File: config.mk
export PLATFORM = sky130hd
export DESIGN_NAME = adc_readout_seq
export DESIGN_NICKNAME = d
export VERILOG_FILES = /design/src/rtl/adc_readout_seq.sv
export SDC_FILE = /design/constraint.sdc
export NUM_CORES = 1
export LEC_CHECK = 0
export CORE_ASPECT_RATIO = 1.1
export CORE_MARGIN = 5
export CORE_UTILIZATION = 49
export DETAILED_ROUTE_END_ITERATION = 10
export HOLD_SLACK_MARGIN = 0.12
export MAX_ROUTING_LAYER = met4
export PLACE_DENSITY = 0.76
export SKIP_CTS_REPAIR_TIMING = 1
export SLEW_MARGIN = 20
export SYNTH_ARGS = -nofsm -noshare
export SYNTH_HDL_FRONTEND = slang
export SYNTH_SLANG_ARGS = --single-unit
File: constraint.sdc
create_clock -name clk -period 2.4 [get_ports clk]
set_clock_uncertainty 0.05 [all_clocks]
set_input_delay 0.24 -clock clk [delete_from_list [all_inputs] [get_ports clk]]
set_output_delay 0.24 -clock clk [all_outputs]
set_load 0.005 [all_outputs]
File: src/rtl/adc_readout_seq.sv
module adc_readout_seq #(
  parameter int FRAME_BITS = 24,
  parameter int CONV_CYC   = 40,
  parameter int WAIT_CYC   = 8,
  parameter int HALF_CYC   = 2
) (
  input  logic                  clk,
  input  logic                  rst_n,
  input  logic                  cs_n,
  input  logic                  sck_in,
  input  logic [FRAME_BITS-2:0] conv_word,
  output logic                  conv_done,
  output logic                  eoc,
  output logic                  sck_out,
  output logic                  sck_oe,
  output logic                  sdo,
  output logic                  sdo_oe
);
  localparam int MAXC = (CONV_CYC > WAIT_CYC) ? ((CONV_CYC > HALF_CYC) ? CONV_CYC : HALF_CYC)
                                              : ((WAIT_CYC > HALF_CYC) ? WAIT_CYC : HALF_CYC);
  localparam int CW = $clog2(MAXC + 1);
  localparam int BW = $clog2(FRAME_BITS + 1);

  typedef enum logic [2:0] {S_CONV, S_SLEEP, S_WAIT, S_OUT, S_XOUT} st_t;

  st_t                   state;
  logic [CW-1:0]         cnt;
  logic [BW-1:0]         bitcnt;
  logic [FRAME_BITS-1:0] shreg;
  logic                  sck_q, cs_q, sck_in_q, ext_q;

  wire cs_fall = cs_q & ~cs_n;
  wire ext_now = cs_fall ? ~sck_in : ext_q;
  wire tick    = (cnt == CW'(HALF_CYC - 1));
  wire x_rise  = ~sck_in_q & sck_in;
  wire x_fall  = sck_in_q & ~sck_in;
  wire last    = (bitcnt == BW'(FRAME_BITS));

  assign conv_done = (state == S_CONV) && (cnt == CW'(CONV_CYC - 1));
  assign eoc       = (state == S_CONV);
  assign sck_out   = sck_q;
  assign sck_oe    = ~cs_n && (state == S_WAIT || state == S_OUT);
  assign sdo_oe    = ~cs_n;
  assign sdo       = eoc | shreg[FRAME_BITS-1];

  always_ff @(posedge clk) begin
    if (!rst_n) begin
      state    <= S_CONV;
      cnt      <= '0;
      bitcnt   <= '0;
      shreg    <= '1;
      sck_q    <= 1'b1;
      cs_q     <= 1'b1;
      sck_in_q <= 1'b1;
      ext_q    <= 1'b0;
    end else begin
      cs_q     <= cs_n;
      sck_in_q <= sck_in;
      if (cs_fall) ext_q <= ~sck_in;
      case (state)
        S_CONV: begin
          sck_q <= 1'b1;
          if (conv_done) begin
            state <= S_SLEEP;
            cnt   <= '0;
            shreg <= {1'b0, conv_word};
          end else cnt <= cnt + 1'b1;
        end
        S_SLEEP: if (!cs_n) begin
          cnt    <= '0;
          bitcnt <= '0;
          if (ext_now) state <= S_XOUT;
          else begin
            state <= S_WAIT;
            sck_q <= 1'b0;
          end
        end
        S_WAIT: begin
          if (cs_n) begin
            state <= S_SLEEP;
            sck_q <= 1'b1;
          end else if (cnt == CW'(WAIT_CYC - 1)) begin
            state  <= S_OUT;
            sck_q  <= 1'b1;
            bitcnt <= BW'(1);
            cnt    <= '0;
          end else cnt <= cnt + 1'b1;
        end
        S_OUT: begin
          if (cs_n) begin
            state <= S_CONV;
            cnt   <= '0;
            sck_q <= 1'b1;
          end else if (tick) begin
            cnt <= '0;
            if (sck_q) begin
              if (last) state <= S_CONV;
              else begin
                sck_q <= 1'b0;
                shreg <= {shreg[FRAME_BITS-2:0], 1'b1};
              end
            end else begin
              sck_q  <= 1'b1;
              bitcnt <= bitcnt + 1'b1;
            end
          end else cnt <= cnt + 1'b1;
        end
        S_XOUT: begin
          if (cs_n) begin
            state <= S_CONV;
            cnt   <= '0;
          end else if (x_rise && !last) bitcnt <= bitcnt + 1'b1;
          else if (x_fall) begin
            if (last) begin
              state <= S_CONV;
              cnt   <= '0;
            end else shreg <= {shreg[FRAME_BITS-2:0], 1'b1};
          end
        end
        default: state <= S_CONV;
      endcase
    end
  end

  assert_done_load_R2: assert property (@(posedge clk) disable iff (!rst_n)
    conv_done |=> (!eoc && state == S_SLEEP));

  assert_hold_R5: assert property (@(posedge clk) disable iff (!rst_n)
    (state == S_WAIT && cs_n) |=> (state == S_SLEEP && $stable(shreg)));

  assert_first_rise_R4: assert property (@(posedge clk) disable iff (!rst_n)
    (state == S_OUT && $past(state) == S_WAIT) |-> (sck_out && bitcnt == BW'(1)));

  assert_end_high_R8: assert property (@(posedge clk) disable iff (!rst_n)
    (state == S_OUT && !cs_n && tick && sck_q && last) |=> (eoc && sck_out));

  assert_abort_R9: assert property (@(posedge clk) disable iff (!rst_n)
    (cs_n && (state == S_OUT || state == S_XOUT)) |=> eoc);

  assert_edge_count_R11: assert property (@(posedge clk) disable iff (!rst_n)
    bitcnt <= BW'(FRAME_BITS));
endmodule

* Yosys cells after proc, flatten, opt, wreduce, memory -nomap -nowiden *
Index checks and enable logic that the tools add are counted.

storage, ports and cells
  output and inout port bits = 6
  flip-flop bits (word level) = 42
  input bits = 27

operators by class
  add/sub/neg operators = 2
  reduce and logical (&&, ||, !) cells = 15
  bitwise gates (word level) = 7
  muxes and demuxes = 52
  eq/ne operators = 27

operator list
  cell                 number
  $mux 24              8
  $pmux 24 s3          1
  $mux 6               10
  $mux 5               8
  $mux 3               12
  $pmux 6 s5           1
  $ne 2x2->1 const B   12
  $pmux 5 s4           1
  $ne 3x3->1 const B   5
  $pmux 3 s5           1
  $mux 1               9
  $reduce_and 9->1     1
  $reduce_and 8->1     1
  $reduce_bool 4->1    2
  $reduce_and 7->1     1
  $add 6x1->6 const B  1
  $eq 3x2->1 const B   2
  $eq 6x1->1 const B   1
  $eq 6x3->1 const B   1
  $eq 6x6->1 const B   1
  $reduce_and 6->1     1
  $add 5x1->5 const B  1
  $eq 5x5->1 const B   1
  $reduce_and 5->1     1
  14 further kinds     20

* Depth between registers and ports, before layout *
Gate-level depths: netlist of run 1.

  depth in word-level cells = 6
  depth in mapped cells = 9

* Worst setup path after synthesis of run 1 *
OpenSTA, ideal clock, no wires.

  kind = flip-flop to flip-flop
  start = register cnt[0]
  end = register bitcnt[2]
  data arrival time = 2.296 ns
  cell stages (with the launch flop) = 7
  slack = -0.064 ns
  setup time = 0.117 ns
  clock period less this slack = 2.464 ns
  cell sequence = dfxtp_1 ha_1 or4bb_1 or4_1 a311oi_4 o21ai_1 a32o_1

on the way
  longest elaborated chain between the ends = 3

ends and longest elaborated chain
  item                                                line    RTL
  start, declared                                     27      logic [CW-1:0] cnt;
  start signal, assigned                              67      end else cnt <= cnt + 1'b1;
  start signal, assigned                              87      end else cnt <= cnt + 1'b1;
  start signal, assigned                              106     end else cnt <= cnt + 1'b1;
  $eq 6x3->1 or $eq 6x1->1 (tied branches)            82, 34
  $ne 2x1->1 (no line) or $ne 2x2->1 (tied branches)  n/a
  $reduce_and 9->1 (no line) (*)                      n/a
  end signal, assigned                                104     bitcnt <= bitcnt + 1'b1;
  end signal, assigned                                112     end else if (x_rise && !last) bitcnt <= bitcnt + 1'b1;
  end, declared                                       28      logic [BW-1:0] bitcnt;

Mark *: on every way between the ends. The rest lies on a longest branch, timed or not.
A chain may end at the register's enable or synchronous reset.

* Final worst setup path of run 1 *
  start = register cnt[0]
  end = register cnt[5]

on the way
  longest elaborated chain between the ends = 4

ends and longest elaborated chain
  item                                 line         RTL
  $add 6x1->6 (tied with other cells)  67, 87, 106
  $mux 6 (tied with other cells)       94           end else if (tick) begin
  $mux 6, on equally long branches     90, 63, 79
  $pmux 6 s5 (*)                       60           case (state)

Mark *: on every way between the ends. The rest lies on a longest branch, timed or not. The select of a mux whose other input is x is not followed.

==> impl_metrics.toml, run 1 <==
[hold_path]
holdPathStages = 1
holdCritPathClass = "reg -> reg"

[global_routing]
overflow = 0
grt_usage = 0.1962
antenna_found_initial = 0
grt_pass1_wl_mm = 9.929
grt_pass1_vias = 2160
grt_max_degree = 49

[synthesis]
synth_warnings = 0
synth_edf_count = 0
syn_avg_cell_area_um2 = 7.912
async_reset_ff_frac = 0
syn_inst = 297
ys_seq_area_frac = 0.3578
synth_ff_type = "dfxtp_1"
synth_seq_cells = 42
synth_fp_nets = 328
syn-cell-area_um2 = 2350
synth_cell_type_count = 48

[worst_setup_path]
cp.arrival_ns = 2.50
crit_path_end_kind = "flop"
worstPathRequired_ns = 2.53
worst-path-max-fanout = 5
startpoint_type = "flop"
worst-setup-path-type = "reg -> reg"
reg2regPathDepth = 6

[power]
irDropWorstVdd_mv = 0.4049
swShare = 0.2375
power_switching_mw = 0.3037
power_frac_comb = 0.103
p_seq_frac = 0.555
powerDensity_nw_per_um2 = 423.3
p_clk_frac = 0.343
report.power.total_mw = 1.279
intPower_mw = 0.9749
p_leak_nw = 1.107

[placement]
dp.final_hpwl_mm = 3.841
io_buffers = 32
gp_congestion = 0.9522

[floorplan]
num_io_pins = 33
rows = 26
fp.coreArea_um2 = 4652
start_util = 0.5051
die_h_um = 82.63
die_w_um = 76.03
dieArea_um2 = 6282

[finish]
seqCellArea_um2 = 844.6
drive_above_1_share = 0.1563
layout_commonest_cell = "nand2_1"
area_growth_pct = 28.54
utilization = 0.6493
multi_input_area_um2 = 1438
nets = 370
n_fill_cell = 403
final_cell_mix = "63 x nand2_1, 39 x dfxtp_1, 32 x clkdlybuf4s50_1, 28 x buf_4, 24 x o31a_1"
num_antenna_cells = 0

[timing]
min_period_ns = 2.366
slew_violations = 0
setup_viol = 0
hold_viol = 0
tightest_slew_ns = 0.4493
fin_crit_sh = 0.9859
fmax_mhz = 422.6
max_slew_margin = 0.6986

[clock_network]
path_clk_slew_ns = 0.08
cts_sinks = 42
cts_buffers = 5
clk_path_buf_depth = 2
cts_tree = "yes"
clk-insertion-delay-late_ns = 0.29
cts_root_buf = "clkbuf_8"
h-tree-depth = 2

[detailed_routing]
wl_mm = 6.034
via_per_inst = 6.132
antenna_left = 0
drt_pass1_iterations = 5
wl_per_cell_um = 15.28
via_count = 2422
drc_errors = 0
drtIter0Drc = 257

[status]
status = "completed"

[run]
maxCapViolations = 0
## cell type report
| class | instances | share of cell area |
|---|---|---|
| multi-input cells | 219 | 0.4760 |
| repair buffers | 61 | 0.1823 |
| clock buffers | 6 | 0.02403 |
| clock inverters | 1 | 0.002485 |
| inverters | 10 | 0.01243 |
| flip-flops and latches | 42 | 0.2796 |
| well taps | 56 | 0.02320 |
## worst max-delay path, stage by stage (launching register included)
cell and delay (ns):
dfxtp_2 0.37, ha_4 0.14, or4bb_4 0.46, o31a_1 0.30, o31ai_2 0.44, nor2_1 0.16, a311o_1 0.34
## per-stage QoR
step	hold slack [ns]	cells	setup TNS, ns	area, µm²	setup WS (ns)
floorplan	0.2915	297	0	2356	0.01247
global placement	0.4070	384	-0.01876	2856	-0.008223
detailed placement	0.4174	384	-0.2423	2856	-0.06513
CTS	0.4356	391	-0.6800	2937	-0.1878
global route	0.4499	395	-0.1138	3020	-0.04246
finish	0.4325	395	0	3020	0.03389
## power by group through the flow
stage,Sequential [mW],Clock [mW],Combinational [mW]
final,0.709,0.438,0.131
after global routing,0.710,0.483,0.143
after CTS,0.707,0.446,0.129
after detailed placement,0.723,0,0.126
after global placement,0.723,0,0.125
after floorplan,0.724,0,0.0537
## cells in the mapped netlist (6+ instances only)
cell,n,area [µm²]
clkbuf_1,23,86.33
nor2_1,8,30.03
nand2b_1,6,37.54
o31a_1,24,210.2
a21oi_1,13,65.06
nand2_1,63,236.5
inv_1,9,33.78
dfxtp_1,42,840.8
nand4_1,23,143.9
nand3_1,12,60.06
## metal layers
layer	vias up	global-route usage	part of all wire	wire (µm)
met5	-	-	0	0
met4	0	0.06940	0.019	115
met3	14	0.04013	0.067	406
met2	113	0.3399	0.49	2954
met1	1120	0.2278	0.42	2558
li1	1175	-	-	-
## worst paths after layout
path	end	startpoint	slack (ns)
setup / recovery	cnt[5]	cnt[0]	0.03
hold / removal	shreg[13]	shreg[13]	0.43
hold reg to reg	shreg[13]	shreg[13]	0.43
setup reg to reg	cnt[5]	cnt[0]	0.03
## cells by family (layout without fill, tap and decap cells)
logic type               after synthesis  after routing  synth area share
AND/OR/NAND/NOR                      146            146            0.3243
AO/OA/AOI/OAI                         64             64            0.2135
flip-flops                            42             42            0.3578
buffers and inverters                 36             78           0.06176
multiplexers                           5              5           0.02130
adder cells (fa/ha/maj)                4              4           0.02130
## flip-flops by register name, summed over array words and instances (netlist names)
name      flops
sck_out       1
state         3
cs_q          1
ext_q         1
bitcnt        5
sck_in_q      1
cnt           6
shreg        24
(Power assumes the default switching activity.)
==> inputs of run 2 (changes only) <==
Settings changed: GPL_TIMING_DRIVEN from default to 0.
==> run 2 against run 1 <==
Largest cell class unchanged. Power down 1.3%. Wire length down 0.98%. First-iteration DRC count up 20%. Global-route usage about the same. Fmax down 0.63%. Clock power down 2%. Sequential share of layout area up 0.91 points. Non-clock buffer count down 2. Largest power group unchanged. Sequential power about the same. Clock-buffer cell count up 1.
==> impl_metrics.toml, run 2 (synthesis gave the netlist of run 1 again) <==
[status]
status = "completed"

[worst_setup_path]
startpoint_type = "flop"
worst-setup-path-type = "reg -> reg"
reg2regPathDepth = 7
crit_path_end_kind = "flop"
r2r-end = "bitcnt[4]"
startpoint = "cnt[0]"
rrSetupSlack_ns = 0.02
cp.arrival_ns = 2.52
worst-path-max-fanout = 8
worstPathRequired_ns = 2.53
r2r-start = "cnt[0]"

[run]
maxCapViolations = 0

[timing]
rsz0062_at_grt = "yes"
fin_crit_sh = 0.9921
max_slew_margin = 0.6478
fmax_mhz = 420.0
min_period_ns = 2.381
hold_viol = 0
setup_viol = 0
slew_violations = 0
tightest_slew_ns = 0.5283

[finish]
n_fill_cell = 417
drive_above_1_share = 0.1217
layout_commonest_cell = "nand2_1"
layout.cells.non_filler = 393
multi_input_area_um2 = 1449
seqCellArea_um2 = 849.6
largestRegisters = "shreg: 24 flops, cnt: 6 flops, bitcnt: 5 flops"
area_growth_pct = 25.24
nets = 368
largest_reg_flops = 24
num_antenna_cells = 0
final_cell_mix = "63 x nand2_1, 37 x dfxtp_1, 31 x clkdlybuf4s50_1, 24 x o31a_1, 23 x nand4_1"
top_register = "shreg"

[clock_network]
cts_tree = "yes"
cts_sinks = 42
clk_path_buf_depth = 2
h-tree-depth = 2
cts_buffers = 5
path_clk_slew_ns = 0.07
cts_root_buf = "clkbuf_8"
clk-insertion-delay-late_ns = 0.29

[global_routing]
grt_pass1_vias = 2145
antenna_found_initial = 0
grt_max_degree = 12
grt_pass1_wl_mm = 9.949
grt_usage = 0.1960
overflow = 0

[floorplan]
start_util = 0.5051
rows = 26
num_io_pins = 33
die_w_um = 76.03
dieArea_um2 = 6282
fp.coreArea_um2 = 4652
die_h_um = 82.63

[hold_path]
holdCritPathClass = "reg -> reg"
holdPathEnd = "shreg[7]"
holdPathStages = 1
hold_start = "shreg[7]"

[detailed_routing]
wl_mm = 5.975
drtIter0Drc = 308
via_per_inst = 6.071
wl_per_cell_um = 15.20
antenna_left = 0
via_count = 2386
drt_pass1_iterations = 6
drc_errors = 0

[placement]
io_buffers = 31
gp_congestion = 0.8923
dp.final_hpwl_mm = 4.125
dp.cells = 384

[power]
irDropWorstVdd_mv = 0.3518
report.power.total_mw = 1.261
p_leak_nw = 1.051
powerDensity_nw_per_um2 = 428.6
run 2: changes by cell type in the layout (fill, tap and decap cells not counted), moves of 2 or more:
cell      change
buf_4        -26
clkbuf_1     +16
clkbuf_2      +5
buf_6         +3
clkbuf_4      +2
dfxtp_1       -2
run 2: worst max-delay path by stage:
stage	to	slack (ns)
finish	bitcnt[4]	0.02
CTS	shreg[23]	-0.46
global route	bitcnt[0]	-0.04
detailed placement	shreg[23]	-0.45
global placement	shreg[23]	-0.37
floorplan	bitcnt[2]	0.01
run 2: where the power goes:
part | switching (mW) | internal, mW | total (mW)
clock network | 0.231 | 0.201 | 0.431
registers | 0.00758 | 0.704 | 0.712
logic | 0.0562 | 0.0622 | 0.118
total | 0.295 | 0.967 | 1.26
run 2: layout make-up:
class | instances | share of cell area
flip-flops and latches | 42 | 0.2887
inverters | 10 | 0.01276
repair buffers | 35 | 0.1182
clock buffers | 7 | 0.02594
multi-input cells | 219 | 0.4923
plain buffers | 24 | 0.03827
well taps | 56 | 0.02381
run 2: metrics by stage:
stage               hold slack, ns  utilization  TNS [ns]  setup WS, ns  area (µm²)
floorplan                   0.2915            -         0       0.01247        2356
global placement            0.4036       0.5882    -6.556       -0.3676        2736
detailed placement          0.4178       0.5882    -8.582       -0.4473        2736
CTS                         0.4353       0.6046    -9.377       -0.4625        2813
global route                0.4491       0.6326   -0.1133      -0.04140        2943
finish                      0.4309       0.6326         0       0.01892        2943
run 2: worst max-delay path: stages, from the launching register on:
cell and delay [ns]:
dfxtp_4 0.38, ha_4 0.16, or4bb_4 0.48, or4_4 0.45, a311oi_4 0.28, buf_6 0.17
nand2_1 0.05, a32o_1 0.24
run 2: routing by layer:
layer / vias to the layer above / wire [µm] / track usage
met2: 98 / 2813 / 0.3134
li1: 1174 / - / -
met4: 0 / 142 / 0.07473
met1: 1095 / 2582 / 0.2415
met5: - / 0 / -
met3: 19 / 436 / 0.04664
==> inputs of run 3 (changes only) <==
Settings changed: ABC_CLOCK_PERIOD_IN_PS from default to 2400.
==> results of run 3 <==
Final layout, timing and power as in run 2 (identical DEF).
